<file path="config.mk">
export PLATFORM = sky130hd
export DESIGN_NAME = serprog_engine
export DESIGN_NICKNAME = d
export VERILOG_FILES = /design/src/rtl/serprog_pkg.sv /design/src/rtl/serprog_sync.sv /design/src/rtl/serprog_frame.sv /design/src/rtl/serprog_wbuf.sv /design/src/rtl/serprog_array.sv /design/src/rtl/serprog_engine.sv
export SDC_FILE = /design/constraint.sdc
export NUM_CORES = 2
export LEC_CHECK = 0
export ABC_CLOCK_PERIOD_IN_PS = 4100
export CELL_PAD_IN_SITES_DETAIL_PLACEMENT = 2
export CELL_PAD_IN_SITES_GLOBAL_PLACEMENT = 2
export CORE_MARGIN = 2
export CORE_UTILIZATION = 35
export CTS_CLUSTER_DIAMETER = 80
export DETAILED_ROUTE_END_ITERATION = 12
export PLACE_DENSITY = 0.63
export SYNTH_ARGS = -nofsm -noshare
export SYNTH_HDL_FRONTEND = slang
export SYNTH_SLANG_ARGS = --single-unit
</file>
<file path="constraint.sdc">
create_clock -name clk -period 4.1 [get_ports clk]
set_clock_uncertainty 0.15 [all_clocks]
set_input_delay 0.82 -clock clk [delete_from_list [all_inputs] [get_ports clk]]
set_output_delay 0.82 -clock clk [all_outputs]
set_load 0.02 [all_outputs]
</file>
<file path="src/rtl/serprog_pkg.sv">
package serprog_pkg;
   localparam int CMD_W      = 4;
   localparam int PAY_W      = 16;
   localparam int FRAME_BITS = CMD_W + PAY_W;
   localparam int CNT_W      = $clog2(FRAME_BITS);

   localparam logic [CMD_W-1:0] OP_NOP    = 4'h0;
   localparam logic [CMD_W-1:0] OP_PTR_LO = 4'h1;
   localparam logic [CMD_W-1:0] OP_PTR_HI = 4'h2;
   localparam logic [CMD_W-1:0] OP_LOAD   = 4'h3;
   localparam logic [CMD_W-1:0] OP_REGWR  = 4'h4;
   localparam logic [CMD_W-1:0] OP_PROG   = 4'hF;
endpackage

</file>
<file path="src/rtl/serprog_sync.sv">
module serprog_sync #(
   parameter int STAGES = 2
) (
   input  logic clk,
   input  logic rst_n,
   input  logic pgc,
   input  logic pgd,
   output logic pgc_s,
   output logic pgd_s,
   output logic pgc_fall
);
   logic [STAGES-1:0] c_ff;
   logic [STAGES-1:0] d_ff;
   logic              c_last;

   for (genvar s = 0; s < STAGES; s++) begin : g_stage
      if (s == 0) begin : g_first
         always_ff @(posedge clk or negedge rst_n) begin
            if (!rst_n) begin
               c_ff[0] <= 1'b0;
               d_ff[0] <= 1'b0;
            end else begin
               c_ff[0] <= pgc;
               d_ff[0] <= pgd;
            end
         end
      end else begin : g_next
         always_ff @(posedge clk or negedge rst_n) begin
            if (!rst_n) begin
               c_ff[s] <= 1'b0;
               d_ff[s] <= 1'b0;
            end else begin
               c_ff[s] <= c_ff[s-1];
               d_ff[s] <= d_ff[s-1];
            end
         end
      end
   end

   always_ff @(posedge clk or negedge rst_n) begin
      if (!rst_n) c_last <= 1'b0;
      else        c_last <= c_ff[STAGES-1];
   end

   assign pgc_s    = c_ff[STAGES-1];
   assign pgd_s    = d_ff[STAGES-1];
   assign pgc_fall = c_last & ~c_ff[STAGES-1];
endmodule

</file>
<file path="src/rtl/serprog_frame.sv">
module serprog_frame
   import serprog_pkg::*;
(
   input  logic             clk,
   input  logic             rst_n,
   input  logic             bit_stb,
   input  logic             bit_val,
   output logic [CNT_W-1:0] bit_cnt,
   output logic [CMD_W-1:0] cmd,
   output logic [PAY_W-1:0] payload,
   output logic             cmd_done,
   output logic             frame_done
);
   always_ff @(posedge clk or negedge rst_n) begin
      if (!rst_n) begin
         bit_cnt    <= '0;
         cmd        <= '0;
         payload    <= '0;
         cmd_done   <= 1'b0;
         frame_done <= 1'b0;
      end else begin
         cmd_done   <= 1'b0;
         frame_done <= 1'b0;
         if (bit_stb) begin
            if (bit_cnt < CNT_W'(CMD_W)) begin
               cmd <= {bit_val, cmd[CMD_W-1:1]};
               if (bit_cnt == CNT_W'(CMD_W-1)) cmd_done <= 1'b1;
            end else begin
               payload <= {bit_val, payload[PAY_W-1:1]};
            end
            if (bit_cnt == CNT_W'(FRAME_BITS-1)) begin
               bit_cnt    <= '0;
               frame_done <= 1'b1;
            end else begin
               bit_cnt <= bit_cnt + 1'b1;
            end
         end
      end
   end
endmodule

</file>
<file path="src/rtl/serprog_wbuf.sv">
module serprog_wbuf #(
   parameter int BYTES = 8,
   localparam int OFS_W = $clog2(BYTES)
) (
   input  logic               clk,
   input  logic               rst_n,
   input  logic               wr_en,
   input  logic [OFS_W-1:0]   wr_ofs,
   input  logic [15:0]        wr_data,
   input  logic               clr,
   output logic [8*BYTES-1:0] row
);
   logic [OFS_W-1:0] lo_ofs;
   logic [OFS_W-1:0] hi_ofs;

   assign lo_ofs = {wr_ofs[OFS_W-1:1], 1'b0};
   assign hi_ofs = {wr_ofs[OFS_W-1:1], 1'b1};

   for (genvar i = 0; i < BYTES; i++) begin : g_lane
      logic [7:0] q;
      logic       hit;
      logic [7:0] src;
      if (i % 2 == 0) begin : g_even
         assign hit = wr_en && (lo_ofs == OFS_W'(i));
         assign src = wr_data[7:0];
      end else begin : g_odd
         assign hit = wr_en && (hi_ofs == OFS_W'(i));
         assign src = wr_data[15:8];
      end
      always_ff @(posedge clk or negedge rst_n) begin
         if (!rst_n)   q <= 8'hFF;
         else if (clr) q <= 8'hFF;
         else if (hit) q <= src;
      end
      assign row[8*i +: 8] = q;
   end
endmodule

</file>
<file path="src/rtl/serprog_array.sv">
module serprog_array #(
   parameter int ROWS     = 16,
   parameter int ROW_BITS = 64,
   localparam int IDX_W   = $clog2(ROWS)
) (
   input  logic                clk,
   input  logic                rst_n,
   input  logic                wr_en,
   input  logic [IDX_W-1:0]    wr_idx,
   input  logic [ROW_BITS-1:0] wr_data,
   input  logic                clr_all,
   input  logic [IDX_W-1:0]    rd_idx,
   output logic [ROW_BITS-1:0] rd_data
);
   logic [ROW_BITS-1:0] cells [ROWS];

   for (genvar r = 0; r < ROWS; r++) begin : g_row
      logic [ROW_BITS-1:0] m;
      always_ff @(posedge clk or negedge rst_n) begin
         if (!rst_n)                                  m <= '1;
         else if (clr_all)                            m <= '1;
         else if (wr_en && wr_idx == IDX_W'(r))       m <= wr_data;
      end
      assign cells[r] = m;
   end

   assign rd_data = cells[rd_idx];
endmodule

</file>
<file path="src/rtl/serprog_engine.sv">
module serprog_engine
   import serprog_pkg::*;
#(
   parameter int          ADDR_W      = 24,
   parameter int          BUF_BYTES   = 8,
   parameter int          DEPTH_WORDS = 64,
   parameter int          SYNC_STAGES = 2,
   parameter int          DISCH_CYC   = 16,
   parameter int          ERASE_CYC   = 64,
   parameter logic [31:0] ERASE_REG   = 32'h003C_0004,
   parameter logic [7:0]  ERASE_KEY   = 8'h80,
   localparam int OFS_W     = $clog2(BUF_BYTES),
   localparam int ROW_BITS  = 8 * BUF_BYTES,
   localparam int ROW_WORDS = BUF_BYTES / 2,
   localparam int ROWS      = DEPTH_WORDS / ROW_WORDS,
   localparam int IDX_W     = $clog2(ROWS)
) (
   input  logic                clk,
   input  logic                rst_n,
   input  logic                pgc,
   input  logic                pgd,
   input  logic [IDX_W-1:0]    rd_row,
   output logic                prog_en,
   output logic [ADDR_W-1:0]   prog_addr,
   output logic [ROW_BITS-1:0] prog_data,
   output logic                dis_busy,
   output logic                erase_busy,
   output logic                seq_err,
   output logic [ROW_BITS-1:0] rd_data
);
   localparam int ROW_W = ADDR_W - OFS_W;
   localparam int DC_W  = $clog2(DISCH_CYC + 1);
   localparam int EC_W  = $clog2(ERASE_CYC + 1);

   if (BUF_BYTES < 2 || (1 << OFS_W) != BUF_BYTES) begin : g_bad_buf
      $error("BUF_BYTES must be a power of two of at least 2");
   end
   if (ADDR_W < 17 || ADDR_W > 32) begin : g_bad_addr
      $error("ADDR_W must lie between 17 and 32");
   end
   if (DEPTH_WORDS % ROW_WORDS != 0 || ROWS < 2 || (1 << IDX_W) != ROWS) begin : g_bad_depth
      $error("DEPTH_WORDS must give a power-of-two row count");
   end
   if (DISCH_CYC < 1 || ERASE_CYC < 2 || SYNC_STAGES < 2) begin : g_bad_time
      $error("timing parameters out of range");
   end

   logic             pgc_s, pgd_s, pgc_fall;
   logic             bit_stb;
   logic [CNT_W-1:0] bit_cnt;
   logic [CMD_W-1:0] cmd;
   logic [PAY_W-1:0] payload;
   logic             cmd_done, frame_done;

   logic [ADDR_W-1:0]   ptr;
   logic [ROW_W-1:0]    ptr_row;
   logic [ROW_W-1:0]    load_row;
   logic                buf_loaded;
   logic                armed;
   logic                pulse_q;
   logic                pulse_start, pulse_end;
   logic                erase_armed;
   logic [DC_W-1:0]     dc_cnt;
   logic [EC_W-1:0]     ec_cnt;
   logic [ROW_BITS-1:0] buf_row;
   logic [OFS_W-1:0]    next_ofs;
   logic                busy;
   logic                do_load;

   serprog_sync #(.STAGES(SYNC_STAGES)) u_sync (
      .clk(clk), .rst_n(rst_n), .pgc(pgc), .pgd(pgd),
      .pgc_s(pgc_s), .pgd_s(pgd_s), .pgc_fall(pgc_fall)
   );

   assign busy    = (dc_cnt != '0) || (ec_cnt != '0);
   assign bit_stb = pgc_fall && !busy;

   serprog_frame u_frame (
      .clk(clk), .rst_n(rst_n), .bit_stb(bit_stb), .bit_val(pgd_s),
      .bit_cnt(bit_cnt), .cmd(cmd), .payload(payload),
      .cmd_done(cmd_done), .frame_done(frame_done)
   );

   assign ptr_row  = ptr[ADDR_W-1:OFS_W];
   assign next_ofs = {ptr[OFS_W-1:1], 1'b0} + OFS_W'(2);
   assign do_load  = frame_done && (cmd == OP_LOAD);

   assign pulse_start = armed && !pulse_q && pgc_s && !busy &&
                        (bit_cnt == CNT_W'(CMD_W-1));
   assign pulse_end   = pulse_q && pgc_fall;

   serprog_wbuf #(.BYTES(BUF_BYTES)) u_wbuf (
      .clk(clk), .rst_n(rst_n), .wr_en(do_load), .wr_ofs(ptr[OFS_W-1:0]),
      .wr_data(payload), .clr(pulse_start), .row(buf_row)
   );

   serprog_array #(.ROWS(ROWS), .ROW_BITS(ROW_BITS)) u_array (
      .clk(clk), .rst_n(rst_n), .wr_en(pulse_start),
      .wr_idx(load_row[IDX_W-1:0]), .wr_data(buf_row),
      .clr_all(ec_cnt == EC_W'(1)), .rd_idx(rd_row), .rd_data(rd_data)
   );

   always_ff @(posedge clk or negedge rst_n) begin
      if (!rst_n) begin
         ptr         <= '0;
         load_row    <= '0;
         buf_loaded  <= 1'b0;
         armed       <= 1'b0;
         seq_err     <= 1'b0;
         pulse_q     <= 1'b0;
         prog_addr   <= '0;
         prog_data   <= '0;
         erase_armed <= 1'b0;
         dc_cnt      <= '0;
         ec_cnt      <= '0;
      end else begin
         if (frame_done) begin
            case (cmd)
               OP_PTR_LO: ptr[15:0] <= payload;
               OP_PTR_HI: ptr[ADDR_W-1:16] <= payload[ADDR_W-17:0];
               OP_LOAD: begin
                  ptr[OFS_W-1:0] <= next_ofs;
                  load_row       <= ptr_row;
                  buf_loaded     <= 1'b1;
               end
               default: ;
            endcase
            erase_armed <= (cmd == OP_REGWR) &&
                           (ptr == ERASE_REG[ADDR_W-1:0]) &&
                           (payload[7:0] == ERASE_KEY);
         end

         if (frame_done && cmd == OP_NOP && erase_armed)
            ec_cnt <= EC_W'(ERASE_CYC);
         else if (ec_cnt != '0)
            ec_cnt <= ec_cnt - 1'b1;

         if (cmd_done && cmd == OP_PROG) begin
            if (buf_loaded && ptr_row == load_row) begin
               armed   <= 1'b1;
               seq_err <= 1'b0;
            end else begin
               armed   <= 1'b0;
               seq_err <= 1'b1;
            end
         end

         if (pulse_start) begin
            pulse_q    <= 1'b1;
            prog_addr  <= {load_row, {OFS_W{1'b0}}};
            prog_data  <= buf_row;
            buf_loaded <= 1'b0;
         end
         if (pulse_end) begin
            pulse_q <= 1'b0;
            armed   <= 1'b0;
         end

         if (pulse_end)
            dc_cnt <= DC_W'(DISCH_CYC);
         else if (dc_cnt != '0)
            dc_cnt <= pgc_s ? DC_W'(DISCH_CYC) : dc_cnt - 1'b1;
      end
   end

   assign prog_en    = pulse_q;
   assign dis_busy   = (dc_cnt != '0);
   assign erase_busy = (ec_cnt != '0);
endmodule

</file>
After elaboration in Yosys (flattened, before gate mapping)
Index checks and enable logic that the tools add are counted.
Word-level totals
  bits of input ports: 8
  bits in registers: 1267
Operators by class
  reduce and logical (&&, ||, !) cells: 78
  multiplexer cells: 72
  $lt $le $gt $ge: 2
  bitwise logic cells: 4
  add/sub/neg operators: 4
  eq/ne operators: 29
Operators with widths (number)
  $mux 64: 34
  $bmux 64 s4: 1
  $mux 8: 16
  $reduce_bool 2->1: 28
  $eq 4x4->1 const B: 9
  $logic_and 1x1->1: 34
  $eq 24x22->1 const B: 1
  $eq 21x21->1: 1
  $eq 4x3->1 const B: 5
  $mux 5: 4
  $eq 4x2->1 const B: 4
  $mux 1: 14
  $mux 7: 2
  $reduce_and 2->1: 7
  $eq 4x1->1 const B: 2
  $eq 8x8->1 const B: 1
  $logic_not 4->1: 2
  $eq 7x1->1 const B: 1
  $reduce_bool 7->1: 1
  $sub 7x1->7 const B: 1
  $pmux 3 s2: 1
  $add 5x1->5 const B: 1
  $eq 5x2->1 const B: 1
  $eq 5x5->1 const B: 1
  14 further kinds: 17

Longest topological paths before layout
  depth in word-level cells: 8
  gate-level depth with buffers: 10
  depth with buffers taken out: 7

By module
A second synthesis with hierarchy kept.
Second synthesis, totals
  cells, all modules: 4830
  area, all modules: 61980.7 um^2
Modules (own cells, without submodules)
  serprog_array: cells an instance 4136, area an instance 51958.6 um^2, instances 1
  serprog_engine: cells an instance 425, area an instance 6089.6 um^2, instances 1
  serprog_wbuf: cells an instance 190, area an instance 2677.6 um^2, instances 1
  serprog_frame: cells an instance 73, area an instance 1116.1 um^2, instances 1
  serprog_sync: cells an instance 6, area an instance 138.9 um^2, instances 1

Worst setup path after synthesis
OpenSTA, ideal clock, no wires.
  kind: input port to output port
  from: input rd_row[0]
  to: output rd_data[10]
  slack: 0.375 ns
  required time: 3.130 ns
  cell stages on the path: 5
  buffers on the path: 3
  arrival: 2.755 ns
  cell sequence: clkbuf_1 buf_2 buf_1 mux4_2 mux4_2
On the way
  cells in the longest elaborated chain, start to end: 4
RTL lines
  from (decl): line serprog_engine.sv:22  | input logic [IDX_W-1:0] rd_row,
  $not 4->5 (implied by the code): line serprog_array.sv:27  | assign rd_data = cells[rd_idx];
  $bmux 64 s4: line serprog_array.sv:27
  $mux 64 (implied by the code) (2 in a row): line serprog_array.sv:27
  to (decl): line serprog_engine.sv:29  | output logic [ROW_BITS-1:0] rd_data
No other way between the ends. The select of a mux whose other input is x is not followed.

Final worst setup path
  from: input rd_row[0]
  to: output rd_data[9]
The elaborated chain is that of the path after synthesis.

==> flow_summary_export.csv <==
group,metric,value,unit
setup_path,crit_path_end_kind,"primary output",
clock_tree,worst_skew_pair.late_latency,0.81,ns
placed_design,portBuffers,160,
sta,holdWs,0.200,ns
clock_tree,path_clk_slew,0.06,ns
setup_path,criticalPathCategory,"in -> out",
final_layout,fill_cells,16896,
global_route,grt_pass1_wl,365,mm
setup_path,startpoint,"rd_row[0]",
setup_path,critPathMaxFanout,19,
detailed_routing,drt_iter0_markers,4223,
sta,finalMaxSlewViolations,0,
final_layout,drive_gt1_frac,0.411,
sta,relSlewSlack,0.209,
sta,setup_viol,0,
placed_design,place_congestion,0.788,
global_route,antenna_found_initial,17,
global_route,first_global_vias,49376,
logic_synthesis,seq_area_frac_synth,0.546,
power_and_ir_drop,p_per_area,405,mW/mm^2
detailed_routing,drt-vias-per-instance,6.35,
detailed_routing,drcViolationCount,0,
power_and_ir_drop,irDropWorstVdd,0.000439,V
setup_path,crit_required,3.13,ns
clock_tree,cts_buffers,151,
setup_path,rr_startpoint,"ec_cnt[0]$_DFFE_PN0P_",
logic_synthesis,yosys_warnings,0,
logic_synthesis,async_flop_share,1.00,
logic_synthesis,syn_area,0.0605,mm^2
min_path,hp-class,"reg -> reg",
logic_synthesis,synth.area.top_cells,"dfstp_2 47%, o211ai_1 13%, mux4_2 12%",
detailed_routing,drt-total-wl,245,mm
setup_path,ff2ff_path_depth,8,
final_layout,nNetsFinal,4699,
sta,tightest_slew,1.18,ns
global_route,overflow,0,
detailed_routing,firstDrtPassIters,5,
die,die_area,0.176,mm^2
global_route,track_usage,0.280,
setup_path,critical_path_arrival,3.11,ns
logic_synthesis,netlist_instances,4828,
run_status,status,"completed",
clock_tree,cts_tree,"yes",
min_path,hp-start,"u_sync.d_ff[0]$_DFF_PN0_",
placed_design,hpwl,136,mm
die,rows,152,
sta,min_period,4.08,ns
global_route,grt_max_degree,192,
die,pin_count,164,
detailed_routing,detailroute.via_count,45227,
final_layout,final_cell_mix,"1088 x dfstp_2, 1029 x o21ai_0, 1024 x o211ai_1",
logic_synthesis,yosys.area.top_type,"dfstp_2",
logic_synthesis,ys_seq_elements,1267,
sta,hold_viol,0,
run,maxCapViolations,0,
logic_synthesis,synth_top_cell_area_share,0.472,
logic_synthesis,avgSynthCellArea,12.5,um^2
clock_tree,clock_path_buffers,3,
setup_path,timing.rr.end,"u_array.g_row[15].m[51]$_DFFE_PN1P_",
setup_path,start_kind,"input port",
detailed_routing,ant_nets,0,
die,die_w,420,um
die,die_y,420,um
logic_synthesis,yosys_most_used_dff,"dfstp_2",
power_and_ir_drop,finalPower,28.1,mW
min_path,holdPathEnd,"u_sync.pgd_s$_DFF_PN0_",
setup_path,reg2reg_slack,0.53,ns
power_and_ir_drop,p_leak,25.0,nW
sta,max_freq,245,MHz
clock_tree,cts_num_sinks,1267,
clock_tree,root_buffer,"clkbuf_16",
final_layout,area_growth,14.8,%
sta,period_share,0.994,
detailed_routing,wl_per_cell,34.4,um
min_path,min_path_cells,0,
logic_synthesis,synth-edff-count,0,
logic_synthesis,synth_cell_type_count,54,
final_layout,final_common_cell,"dfstp_2",
clock_tree,htree_levels,4,
die,core_area,0.172,mm^2
die,initial_core_util,0.353,
-- critical path: stages --
cell and delay, ns:
buf_8 0.18, buf_12 0.25, buf_4 0.18, mux4_2 0.51, mux4_2 0.55, clkdlybuf4s50_1 0.57
-- report_power, final --
| part | total [mW] | switching [mW] | internal [mW] |
|---|---|---|---|
| registers | 12.9 | 0.272 | 12.6 |
| clock network | 13.9 | 5.76 | 8.13 |
| logic | 1.35 | 0.955 | 0.391 |
| total | 28.1 | 6.99 | 21.2 |
-- stage by stage --
step | setup slack, ns | cell area (um^2) | utilization | TNS (ns) | instances
2_1_floorplan | 0.375 | 60600 | - | 0 | 4830
3_5_place_dp | 0.0108 | 64400 | 0.375 | 0 | 6839
3_3_place_gp | 0.0351 | 64400 | 0.375 | 0 | 6839
5_1_grt | -0.0251 | 69500 | 0.405 | -0.0251 | 7118
4_1_cts | 0.0119 | 69500 | 0.405 | 0 | 7118
6_report | 0.0239 | 69500 | 0.405 | 0 | 7121
-- cells by family (layout without fill, tap and decap cells) --
logic type / Yosys count / in the layout / synth area share
AOI/OAI and AO/OA: 2071 / 2071 / 0.214
other: 1 / 6 / 0.0000619
and+or+nand+nor: 208 / 208 / 0.0189
adders and majority gates: 8 / 8 / 0.00165
DFF: 1267 / 1267 / 0.546
buffers and inverters: 714 / 692 / 0.0582
xor gates and xnor gates: 26 / 26 / 0.00376
muxes: 533 / 533 / 0.157
-- timing repair --
action | CTS | global route
endpoints found under the hold margin | 40 | 0
pin swaps | 0 | 0
setup endpoints to repair | 2 | 9
setup buffers | 0 | 0
hold buffers | 1 | 0
resized for setup | 3 | 10
-- registers in the layout (all words and copies together) (netlist names), 4 cells and up --
signal	count
u_wbuf.g_lane.q	64
ptr	24
u_frame.bit_cnt	5
u_array.g_row.m	1024
dc_cnt	5
load_row	21
prog_addr	21
u_frame.payload	16
u_frame.cmd	4
prog_data	64
ec_cnt	7
-- area by class of cell --
cell class	instances	area (um^2)	share of cell area
Clock buffer	230	4570	0.0657
Sequential cell	1267	33100	0.476
Clock inverter	48	485	0.00698
Multi-Input combinational cell	2849	24200	0.349
Tap cell	2310	2890	0.0416
Timing Repair Buffer	341	4010	0.0576
Inverter	73	274	0.00394
Antenna cell	3	7.51	0.000108
-- worst max-delay path by stage --
| stage | endpoint | slack, ns |
|---|---|---|
| 6_report | rd_data[9] | 0.02 |
| 5_1_grt | dis_busy | -0.03 |
| 4_1_cts | rd_data[1] | 0.01 |
| 3_5_place_dp | rd_data[43] | 0.01 |
| 3_3_place_gp | rd_data[4] | 0.04 |
| 2_1_floorplan | rd_data[10] | 0.37 |
-- cell usage after synthesis (2+ instances only) --
library cell,count
ha_1,8
dfstp_2,1088
nor3_1,9
o21ai_0,1029
and4_1,3
nand3b_1,4
inv_1,73
and4b_1,5
nor2b_1,3
and3_1,4
or3_1,4
or2_1,16
a21oi_1,8
nor2_1,12
o211ai_1,1024
nand4_1,9
a21o_1,3
mux2i_1,66
clkbuf_1,461
mux2_2,97
mux4_2,320
buf_4,20
nor4b_1,6
nand3_1,25
mux2_1,50
nand2_1,77
xor2_1,2
buf_1,30
buf_6,97
nor4_1,11
buf_2,32
and2_1,3
xnor2_1,24
dfrtp_1,179
nor4bb_1,7
-- layer usage --
layer / wire (um) / global-route usage
met5: 27 / 0
met3: 15000 / 0.0523
met4: 7400 / 0.0878
met1: 107000 / 0.389
met2: 115000 / 0.442
No activity file was read; power rests on OpenSTA's default activity.
